===== config.mk =====
export PLATFORM = sky130hd
export DESIGN_NAME = decfir_engine
export DESIGN_NICKNAME = d
export VERILOG_FILES = /design/src/rtl/decfir_pkg.sv /design/src/rtl/decfir_mult.sv /design/src/rtl/decfir_cell.sv /design/src/rtl/decfir_out_stage.sv /design/src/rtl/decfir_engine.sv
export SDC_FILE = /design/constraint.sdc
export NUM_CORES = 2
export LEC_CHECK = 0
export BUFFER_PORTS_ARGS = -buffer_cell sky130_fd_sc_hd__buf_2
export CAP_MARGIN = 20
export CORE_MARGIN = 4
export CORE_UTILIZATION = 40
export CTS_CLUSTER_DIAMETER = 80
export CTS_CLUSTER_SIZE = 28
export DETAILED_ROUTE_END_ITERATION = 8
export PLACE_DENSITY = 0.54
export SYNTH_ARGS = -nofsm -noshare
export SYNTH_HDL_FRONTEND = slang
export SYNTH_SLANG_ARGS = --single-unit

===== constraint.sdc =====
create_clock -name clk -period 23.7 [get_ports clk]
set_input_delay 1.185 -clock clk [delete_from_list [all_inputs] [get_ports clk]]
set_output_delay 1.185 -clock clk [all_outputs]
set_load 0.005 [all_outputs]

===== src/rtl/decfir_pkg.sv =====
`timescale 1ns/1ps
package decfir_pkg;
    localparam int SAMP_W    = 8;
    localparam int COEF_W    = 8;
    localparam int ACC_W     = 26;
    localparam int N_CELLS   = 4;
    localparam int DEC_REGS  = 3;
    localparam int OUT_SHIFT = 8;

    typedef enum logic [1:0] {
        DEC_BY_1 = 2'd0,
        DEC_BY_2 = 2'd1,
        DEC_BY_3 = 2'd2,
        DEC_BY_4 = 2'd3
    } dec_mode_e;
endpackage


===== src/rtl/decfir_mult.sv =====
`timescale 1ns/1ps
// Mixed-signedness multiplier: each operand is widened by one bit
// (sign or zero), multiplied signed, then sign-extended to PW bits.
module decfir_mult #(
    parameter int AW = 8,
    parameter int BW = 8,
    parameter int PW = 26
) (
    input  logic [AW-1:0] a,
    input  logic [BW-1:0] b,
    input  logic          a_sgn,
    input  logic          b_sgn,
    output logic [PW-1:0] p
);
    localparam int PRW = AW + BW + 2;

    logic signed [AW:0]    ax;
    logic signed [BW:0]    bx;
    logic signed [PRW-1:0] pr;

    assign ax = $signed({a_sgn & a[AW-1], a});
    assign bx = $signed({b_sgn & b[BW-1], b});
    assign pr = ax * bx;

    generate
        if (PW > PRW) begin : g_ext
            assign p = {{(PW-PRW){pr[PRW-1]}}, pr};
        end else begin : g_trunc
            assign p = pr[PW-1:0];
        end
    endgenerate
endmodule


===== src/rtl/decfir_cell.sv =====
`timescale 1ns/1ps
// One filter cell: coefficient stage, selectable-length sample delay,
// multiplier and accumulator.
module decfir_cell #(
    parameter int SW       = 8,
    parameter int CW       = 8,
    parameter int AW       = 26,
    parameter int DEC_REGS = 3
) (
    input  logic                                clk,
    input  logic                                rst,
    input  logic                                samp_en,
    input  logic                                coef_en,
    input  logic                                clr,
    input  logic                                data_sgn,
    input  logic                                coef_sgn,
    input  logic [$clog2(DEC_REGS+1)-1:0]       dec_sel,
    input  logic [SW-1:0]                       samp_in,
    input  logic [CW-1:0]                       coef_in,
    output logic [SW-1:0]                       samp_out,
    output logic [CW-1:0]                       coef_out,
    output logic [AW-1:0]                       acc_out
);
    localparam int NTAP = DEC_REGS + 1;

    typedef struct packed {
        logic [CW-1:0]            coef;
        logic [NTAP-1:0][SW-1:0]  dl;
        logic [AW-1:0]            acc;
    } cell_st_t;

    cell_st_t      st_d, st_q;
    logic [AW-1:0] prod;

    decfir_mult #(.AW(CW), .BW(SW), .PW(AW)) u_mult (
        .a     (st_q.coef),
        .b     (samp_in),
        .a_sgn (coef_sgn),
        .b_sgn (data_sgn),
        .p     (prod)
    );

    always_comb begin
        st_d = st_q;
        if (coef_en) begin
            st_d.coef = coef_in;
        end
        if (samp_en) begin
            st_d.dl[0] = samp_in;
            for (int i = 1; i < NTAP; i++) begin
                st_d.dl[i] = st_q.dl[i-1];
            end
            st_d.acc = st_q.acc + prod;
        end
        if (clr) begin
            st_d.acc = '0;
        end
    end

    always_ff @(posedge clk) begin
        if (rst) begin
            st_q <= '0;
        end else begin
            st_q <= st_d;
        end
    end

    assign samp_out = st_q.dl[dec_sel];
    assign coef_out = st_q.coef;
    assign acc_out  = st_q.acc;

    // an idle, un-erased accumulator keeps its sum
    p_acc_hold_r2: assert property (@(posedge clk) disable iff (rst)
        (!samp_en && !clr) |=> $stable(st_q.acc));

    // the coefficient stage moves only when coefficients are enabled
    p_coef_hold_r3: assert property (@(posedge clk) disable iff (rst)
        !coef_en |=> $stable(st_q.coef));

    // erase wins over accumulation
    p_erase_r7: assert property (@(posedge clk) disable iff (rst)
        clr |=> (acc_out == '0));
endmodule


===== src/rtl/decfir_out_stage.sv =====
`timescale 1ns/1ps
// Output multiplexer, shift-and-add accumulator and result register.
module decfir_out_stage #(
    parameter int AW = 26,
    parameter int N  = 4,
    parameter int SH = 8
) (
    input  logic                     clk,
    input  logic                     rst,
    input  logic [N-1:0][AW-1:0]     acc_in,
    input  logic [$clog2(N)-1:0]     sel,
    input  logic                     shadd,
    input  logic                     oe,
    output logic [AW-1:0]            result
);
    typedef struct packed {
        logic [AW-1:0] oacc;
        logic [AW-1:0] res;
    } out_st_t;

    out_st_t       st_d, st_q;
    logic [AW-1:0] pick;

    assign pick = acc_in[sel];

    always_comb begin
        st_d = st_q;
        if (shadd) begin
            st_d.oacc = pick + (st_q.oacc >> SH);
        end else begin
            st_d.oacc = pick;
        end
        st_d.res = st_q.oacc;
    end

    always_ff @(posedge clk) begin
        if (rst) begin
            st_q <= '0;
        end else begin
            st_q <= st_d;
        end
    end

    assign result = oe ? st_q.res : '0;

    // in load mode the output accumulator takes the selected cell value
    p_load_r9: assert property (@(posedge clk) disable iff (rst)
        !shadd |=> (st_q.oacc == $past(acc_in[sel])));
endmodule


===== src/rtl/decfir_engine.sv =====
`timescale 1ns/1ps
module decfir_engine
    import decfir_pkg::*;
#(
    parameter int SAMP_W    = decfir_pkg::SAMP_W,
    parameter int COEF_W    = decfir_pkg::COEF_W,
    parameter int ACC_W     = decfir_pkg::ACC_W,
    parameter int N_CELLS   = decfir_pkg::N_CELLS,
    parameter int DEC_REGS  = decfir_pkg::DEC_REGS,
    parameter int OUT_SHIFT = decfir_pkg::OUT_SHIFT
) (
    input  logic                           clk,
    input  logic                           rst,
    input  logic [SAMP_W-1:0]              din,
    input  logic                           din_en_n,
    input  logic [COEF_W-1:0]              cin,
    input  logic                           cin_en_n,
    input  logic                           data_sgn,
    input  logic                           coef_sgn,
    input  logic [$clog2(DEC_REGS+1)-1:0]  dec_mode,
    input  logic                           erase,
    input  logic [$clog2(N_CELLS)-1:0]     acc_sel,
    input  logic                           shadd,
    input  logic                           res_oe,
    output logic [ACC_W-1:0]               result,
    output logic [COEF_W-1:0]              coef_out
);
    localparam int SEL_W = $clog2(N_CELLS);

    typedef struct packed {
        logic [SAMP_W-1:0] x;
        logic [COEF_W-1:0] c;
    } in_st_t;

    in_st_t in_d, in_q;
    logic   samp_en, coef_en;

    logic [N_CELLS-1:0][SAMP_W-1:0] samp_chain;
    logic [N_CELLS-1:0][COEF_W-1:0] coef_chain;
    logic [N_CELLS-1:0][ACC_W-1:0]  acc_bus;
    logic [N_CELLS-1:0]             clr_vec;

    assign samp_en = !din_en_n;
    assign coef_en = !cin_en_n;

    always_comb begin
        in_d = in_q;
        if (samp_en) in_d.x = din;
        if (coef_en) in_d.c = cin;
    end

    always_ff @(posedge clk) begin
        if (rst) begin
            in_q <= '0;
        end else begin
            in_q <= in_d;
        end
    end

    generate
        for (genvar k = 0; k < N_CELLS; k++) begin : gen_cell
            logic [SAMP_W-1:0] s_in;
            logic [COEF_W-1:0] c_in;

            if (k == 0) begin : g_head
                assign s_in = in_q.x;
                assign c_in = in_q.c;
            end else begin : g_link
                assign s_in = samp_chain[k-1];
                assign c_in = coef_chain[k-1];
            end

            assign clr_vec[k] = erase && (acc_sel == SEL_W'(k));

            decfir_cell #(
                .SW(SAMP_W), .CW(COEF_W), .AW(ACC_W), .DEC_REGS(DEC_REGS)
            ) u_cell (
                .clk      (clk),
                .rst      (rst),
                .samp_en  (samp_en),
                .coef_en  (coef_en),
                .clr      (clr_vec[k]),
                .data_sgn (data_sgn),
                .coef_sgn (coef_sgn),
                .dec_sel  (dec_mode),
                .samp_in  (s_in),
                .coef_in  (c_in),
                .samp_out (samp_chain[k]),
                .coef_out (coef_chain[k]),
                .acc_out  (acc_bus[k])
            );
        end
    endgenerate

    decfir_out_stage #(.AW(ACC_W), .N(N_CELLS), .SH(OUT_SHIFT)) u_out (
        .clk    (clk),
        .rst    (rst),
        .acc_in (acc_bus),
        .sel    (acc_sel),
        .shadd  (shadd),
        .oe     (res_oe),
        .result (result)
    );

    assign coef_out = coef_chain[N_CELLS-1];

    // an erase never reaches more than one cell
    p_erase_onehot_r7: assert property (@(posedge clk) disable iff (rst)
        $onehot0(clr_vec));

    // the cascade output moves only after an enabled coefficient clock
    p_cout_stable_r3: assert property (@(posedge clk) disable iff (rst)
        !coef_en |=> $stable(coef_out));
endmodule


Word level (Yosys, flattened, before mapping)
Index checks and enable logic that the tools add are counted.
{"block": "op_classes", "addsub": 5, "bitwise": 8, "reduce_logical": 9, "shift": 0, "mul": 4, "order_cmp": 2, "eq_ne": 3, "div_mod_pow": 0, "n_mux": 10}
{"op": "adder 26 bit", "count": 4}
{"op": "two-way mux 26 bit", "count": 3}
{"op": "multiplier 9 x 9 -> 18 bit", "count": 4}
{"op": "binary-select mux 26 bit (select 2 bit)", "count": 1}
{"op": "binary-select mux 8 bit (select 2 bit)", "count": 3}
{"op": "adder 26 x 18 -> 26 bit", "count": 1}
{"op": "two-way mux 8 bit", "count": 3}
{"op": "AND 1 bit", "count": 8}
{"op": "OR reduction 2 bit", "count": 4}
{"op": "less-than comparator 2 x 3 -> 1 bit, second input constant", "count": 2}
{"op": "== test 2 bit, second input constant", "count": 2}
{"op": "logical AND 1 bit", "count": 4}
{"op": "== test 2 x 1 -> 1 bit, second input constant", "count": 1}
{"op": "logical NOT 2 bit", "count": 1}
{"block": "word_totals", "latchBits": 0, "n_memories": 0, "ramBits": 0, "out_inout_bits": 34, "regBits": 300, "input_bits": 29, "mem_bits_ro": 0}

Longest topological paths before layout
{"block": "logic_depth", "depth_word": 5, "mapped_depth": 34}

Hierarchy
Synthesis repeated with hierarchy kept, for this count alone.
{"block": "hier_totals", "cells_unflattened": 3675, "area_unflattened_um2": 33133.0}
{"module": "decfir_cell", "instances": 4, "cells_per_inst": 449, "area_each_um2": 4085.2}
{"module": "decfir_mult at gen_cell[2].u_cell.u_mult ...", "instances": 2, "cells_per_inst": 362, "area_each_um2": 3166.8}
{"module": "decfir_out_stage", "instances": 1, "cells_per_inst": 368, "area_each_um2": 3498.4}
{"module": "decfir_mult at gen_cell[0].u_cell.u_mult", "instances": 1, "cells_per_inst": 366, "area_each_um2": 3180.6}
{"module": "decfir_mult at gen_cell[1].u_cell.u_mult", "instances": 1, "cells_per_inst": 362, "area_each_um2": 3163.0}
{"module": "decfir_engine", "instances": 1, "cells_per_inst": 59, "area_each_um2": 616.8}

Worst setup path after synthesis
OpenSTA, ideal clock, no wires.
{"block": "synth_path", "path_kind": "in2reg", "startpoint": "input port dec_mode[0]", "endpoint": "register gen_cell[2].u_cell.st_q, in the netlist gen_cell[2].u_cell.acc_out[25]", "path_slack_ps": 15048, "path_stages": 30, "arrival_time_ps": 8534, "t_required_ps": 23582, "path_buffers": 3, "path_cell_list": "clkbuf_1 -> buf_2 -> mux4_2 -> clkbuf_1 -> nand2_1 -> fa_1 -> inv_1 -> fa_1 -> ha_1 -> inv_1 -> fa_1 -> inv_1 -> ha_1 -> ha_1 -> fa_1 -> a21oi_1 -> o21ai_1 -> o41a_1 -> a41oi_1 -> a21oi_1 -> xor2_1 -> ha_1 -> inv_1 -> o221ai_1 -> o21a_1 -> a41o_1 -> o31ai_4 -> o21ai_1 -> mux2_4 -> mux2i_1"}
{"block": "synth_between", "elab_chain_len": 5}
{"element": "start, declared", "line_no": "decfir_engine.sv:20", "rtl": "input logic [$clog2(DEC_REGS+1)-1:0] dec_mode,"}
{"element": "binary-select mux 8 bit (select 2 bit) (*)", "line_no": "decfir_cell.sv:68", "rtl": "assign samp_out = st_q.dl[dec_sel];"}
{"element": "two-way mux 8 bit (implied by the code) (*)", "line_no": "decfir_cell.sv:68"}
{"element": "AND 1 bit", "line_no": "decfir_mult.sv:22", "rtl": "assign bx = $signed({b_sgn & b[BW-1], b});"}
{"element": "multiplier 9 x 9 -> 18 bit (*)", "line_no": "decfir_mult.sv:23", "rtl": "assign pr = ax * bx;"}
{"element": "adder 26 bit (*)", "line_no": "decfir_cell.sv:53", "rtl": "st_d.acc = st_q.acc + prod;"}
{"element": "end signal, assigned", "line_no": "decfir_cell.sv:64", "rtl": "st_q <= st_d;"}
{"element": "end, declared", "line_no": "decfir_cell.sv:32", "rtl": "cell_st_t st_d, st_q;"}
Every way passes the cells marked *; elsewhere a longest branch is shown, timed or not. The select of a mux whose other input is x is not followed.
A chain may end at the register's enable or synchronous reset.

Worst setup path in the final report
Same ends and word-level chain as after synthesis.

==> run_results.csv <==
group,metric,value,unit
route,drc_errors,0,
worst_setup_path,start_kind,"input port",
clock_network,cts_sinks,300,
sta,max-slew-margin-rel,0.290,
sta,finClkSkew,0.0336,ns
worst_setup_path,cp_max_fo,24,
route,drt-met1-wl,34100,um
route,wl_met3,2690,um
synth,netlist.area_leader.share,0.204,
floorplan,io-pin-count,63,
min_path,hp-start,"u_out.st_d[5]",
route,met2_length,35200,um
pwr,p_leak,15.6,nW
finish,layout_common_cells,"377 x inv_1, 317 x nand2_1, 315 x nor2_1",
synth,mappedNetlistArea,29500,sq um
route,via_count,22137,
synth,avgSynthCellArea,8.91,sq um
placement,place_congestion,0.829,
clock_network,cts_root_buf,"clkbuf_16",
synth,synthFlopType,"dfxtp_1",
sta,min_period,8.97,ns
floorplan,dieHeight,279,um
floorplan,fp.dieW,279,um
worst_setup_path,crit_slowest_cell,"xor2_1",
grt,first_global_vias,21897,
sta,tightestPinTransition,1.06,ns
floorplan,num_rows,99,
synth,synth_area_leaders,"dfxtp_1 20%, fa_1 20%, ha_1 12%",
synth,syn-num-nets,3899,
synth,yosysTopAreaCell,"dfxtp_1",
route,dr.pass1.iters,5,
route,wl_per_cell,17.4,um
finish,fin_nets,3858,
min_path,min_path_type,"reg2reg",
finish,drive_gt1_frac,0.0657,
worst_setup_path,crit_top_cell,"fa_1",
worst_setup_path,crit_path_start,"dec_mode[0]",
clock_network,h-tree-depth,1,
route,ant_nets,0,
worst_setup_path,cp.required,24.19,ns
worst_setup_path,r2r-start,"gen_cell[1].u_cell.st_q[33]",
sta,setup_viol,0,
finish,mostFrequentLayoutCell,"inv_1",
placement,pre_cts_ws,14.10,ns
sta,timing.final.hold_violations,0,
clock_network,clock_path_buffers,3,
route,finalWirelength,73900,um
outcome,status,"completed",
grt,grtUsageTotal,0.190,
worst_setup_path,crit_path_end_kind,"flip-flop",
route,drtIter0Drc,1252,
synth,synth_seq_cells,300,
finish,syn_to_final_growth,7.29,%
clock_network,post_cts_resized,0,
clock_network,clk_latency,0.59,ns
grt,antenna_found_initial,6,
clock_network,cts_setup_buffers,0,
synth,yosys_warnings,0,
worst_setup_path,critical_path_class,"in2reg",
clock_network,numCtsBuffers,24,
pwr,vdd_ir_drop_max,0.0743,mV
clock_network,cts_tree,"built",
clock_network,cts_hold_buffers,0,
sta,worst_slack,14.73,ns
placement,dpl.hpwl,57600,um
route,highest_layer,"met4",
floorplan,core,73000,sq um
sta,drv_slew,0,
pwr,power_per_cell_area,35.8,nW/um^2
sta,min_period_over_period,0.378,
route,vias_per_cell,5.21,
synth,async_flop_share,0,
synth,syn-instance-count,3309,
worst_setup_path,worstPathArrival,9.45,ns
clock_network,path_clk_slew,0.10,ns
synth,yosysSeqAreaShare,0.204,
grt,grt_pass1_wl,121000,um
synth,synth_edf_count,0,
floorplan,start_util,0.404,
worst_setup_path,cpPeakStageDelay,0.76,ns
grt,grt-ovfl-total,0,
job,cap_violations,0,
sta,rsz0062_at_grt,"false",
floorplan,die_area,78100,sq um
sta,fmax,0.111,GHz
sta,tns,0,ns
pwr,p_total,0.00113,W
grt,grt_max_degree,120,
synth,yosys.cell_types.count,81,
placement,io_buffer_count,62,
synthesized netlist by cell type (16+ instances only):
cell type,n
inv_1,378
nand2_1,317
nor2_1,315
dfxtp_1,300
fa_1,288
ha_1,273
a21oi_1,190
and2_1,168
mux2i_1,161
clkbuf_1,114
xnor2_1,103
o21ai_0,67
nand3_1,63
a21o_1,55
mux4_2,50
xor2_1,46
nor2b_1,37
nor3_1,35
buf_1,26
a211oi_1,25
o21a_1,23
or3_1,23
and3_1,21
o21bai_1,19
nand4_1,17
nand2b_1,16
o211ai_1,16
o21ai_1,16
critical path, delay by kind of cell:
family,cells,cell delay [ns]
AO/OA/AOI/OAI,9,1.80
AND/OR/NAND/NOR,4,0.75
adder cells (fa/ha/maj),7,3.05
buffers and inverters,6,0.78
multiplexers,3,1.10
XOR/XNOR,1,0.76
power breakdown:
| group | internal, W | total, W | switching, W |
|---|---|---|---|
| Clock | 0.000243 | 0.000501 | 0.000258 |
| Combinational | 0.0000407 | 0.000109 | 0.0000687 |
| Sequential | 0.000511 | 0.000523 | 0.0000117 |
| Total | 0.000795 | 0.00113 | 0.000339 |
metrics by stage:
| stage | util | cell area (sq um) | instances | hold slack, ns |
|---|---|---|---|---|
| 3_3_place_gp | 0.419 | 30600 | 4201 | 0.419 |
| 5_1_grt | 0.433 | 31600 | 4245 | 0.462 |
| 4_1_cts | 0.433 | 31600 | 4245 | 0.448 |
| 6_report | 0.433 | 31600 | 4246 | 0.443 |
| 3_5_place_dp | 0.419 | 30600 | 4201 | 0.424 |
| 2_1_floorplan | - | 29500 | 3309 | 0.414 |
kinds of logic after synthesis:
group                      synth area share
AOI/OAI and AO/OA                     0.111
adders and majority gates             0.312
DFF                                   0.204
xor gates and xnor gates             0.0448
buffers and inverters                0.0674
muxes                                0.0938
and+or+nand+nor                       0.168
layout make-up:
type	count	area, sq um
fillers	7206	41300
multi-input cells	2483	21500
flip-flops and latches	300	6010
inverters	379	1420
well taps	959	1200
clock buffers	25	626
repair buffers	80	462
clock inverters	19	417
diodes	1	2.50
routing by layer:
metal	up-vias	track usage
li1	10929	-
met1	10832	0.261
met2	295	0.319
met3	81	0.0220
met4	0	0.0502
met5	-	0
worst paths after layout:
path                                                       end  slack (ns)  depth (start not counted)
worst max-delay path            gen_cell[2].u_cell.acc_out[25]       14.73                         30
worst min-delay path                             u_out.st_q[5]        0.44                          1
worst max register to register  gen_cell[2].u_cell.acc_out[25]       15.47                         28
worst min register to register                   u_out.st_q[5]        0.44                          1
flip-flops by register name, summed over array words and instances (netlist names):
| register | cells |
|---|---|
| gen_cell.s_in | 8 |
| gen_cell.u_cell.acc_out | 104 |
| gen_cell.u_cell.coef_out | 32 |
| gen_cell.c_in | 8 |
| u_out.st_d | 26 |
| gen_cell.u_cell.st_q | 96 |
| u_out.st_q | 26 |
Note: power is estimated with default switching activity, not from simulation.
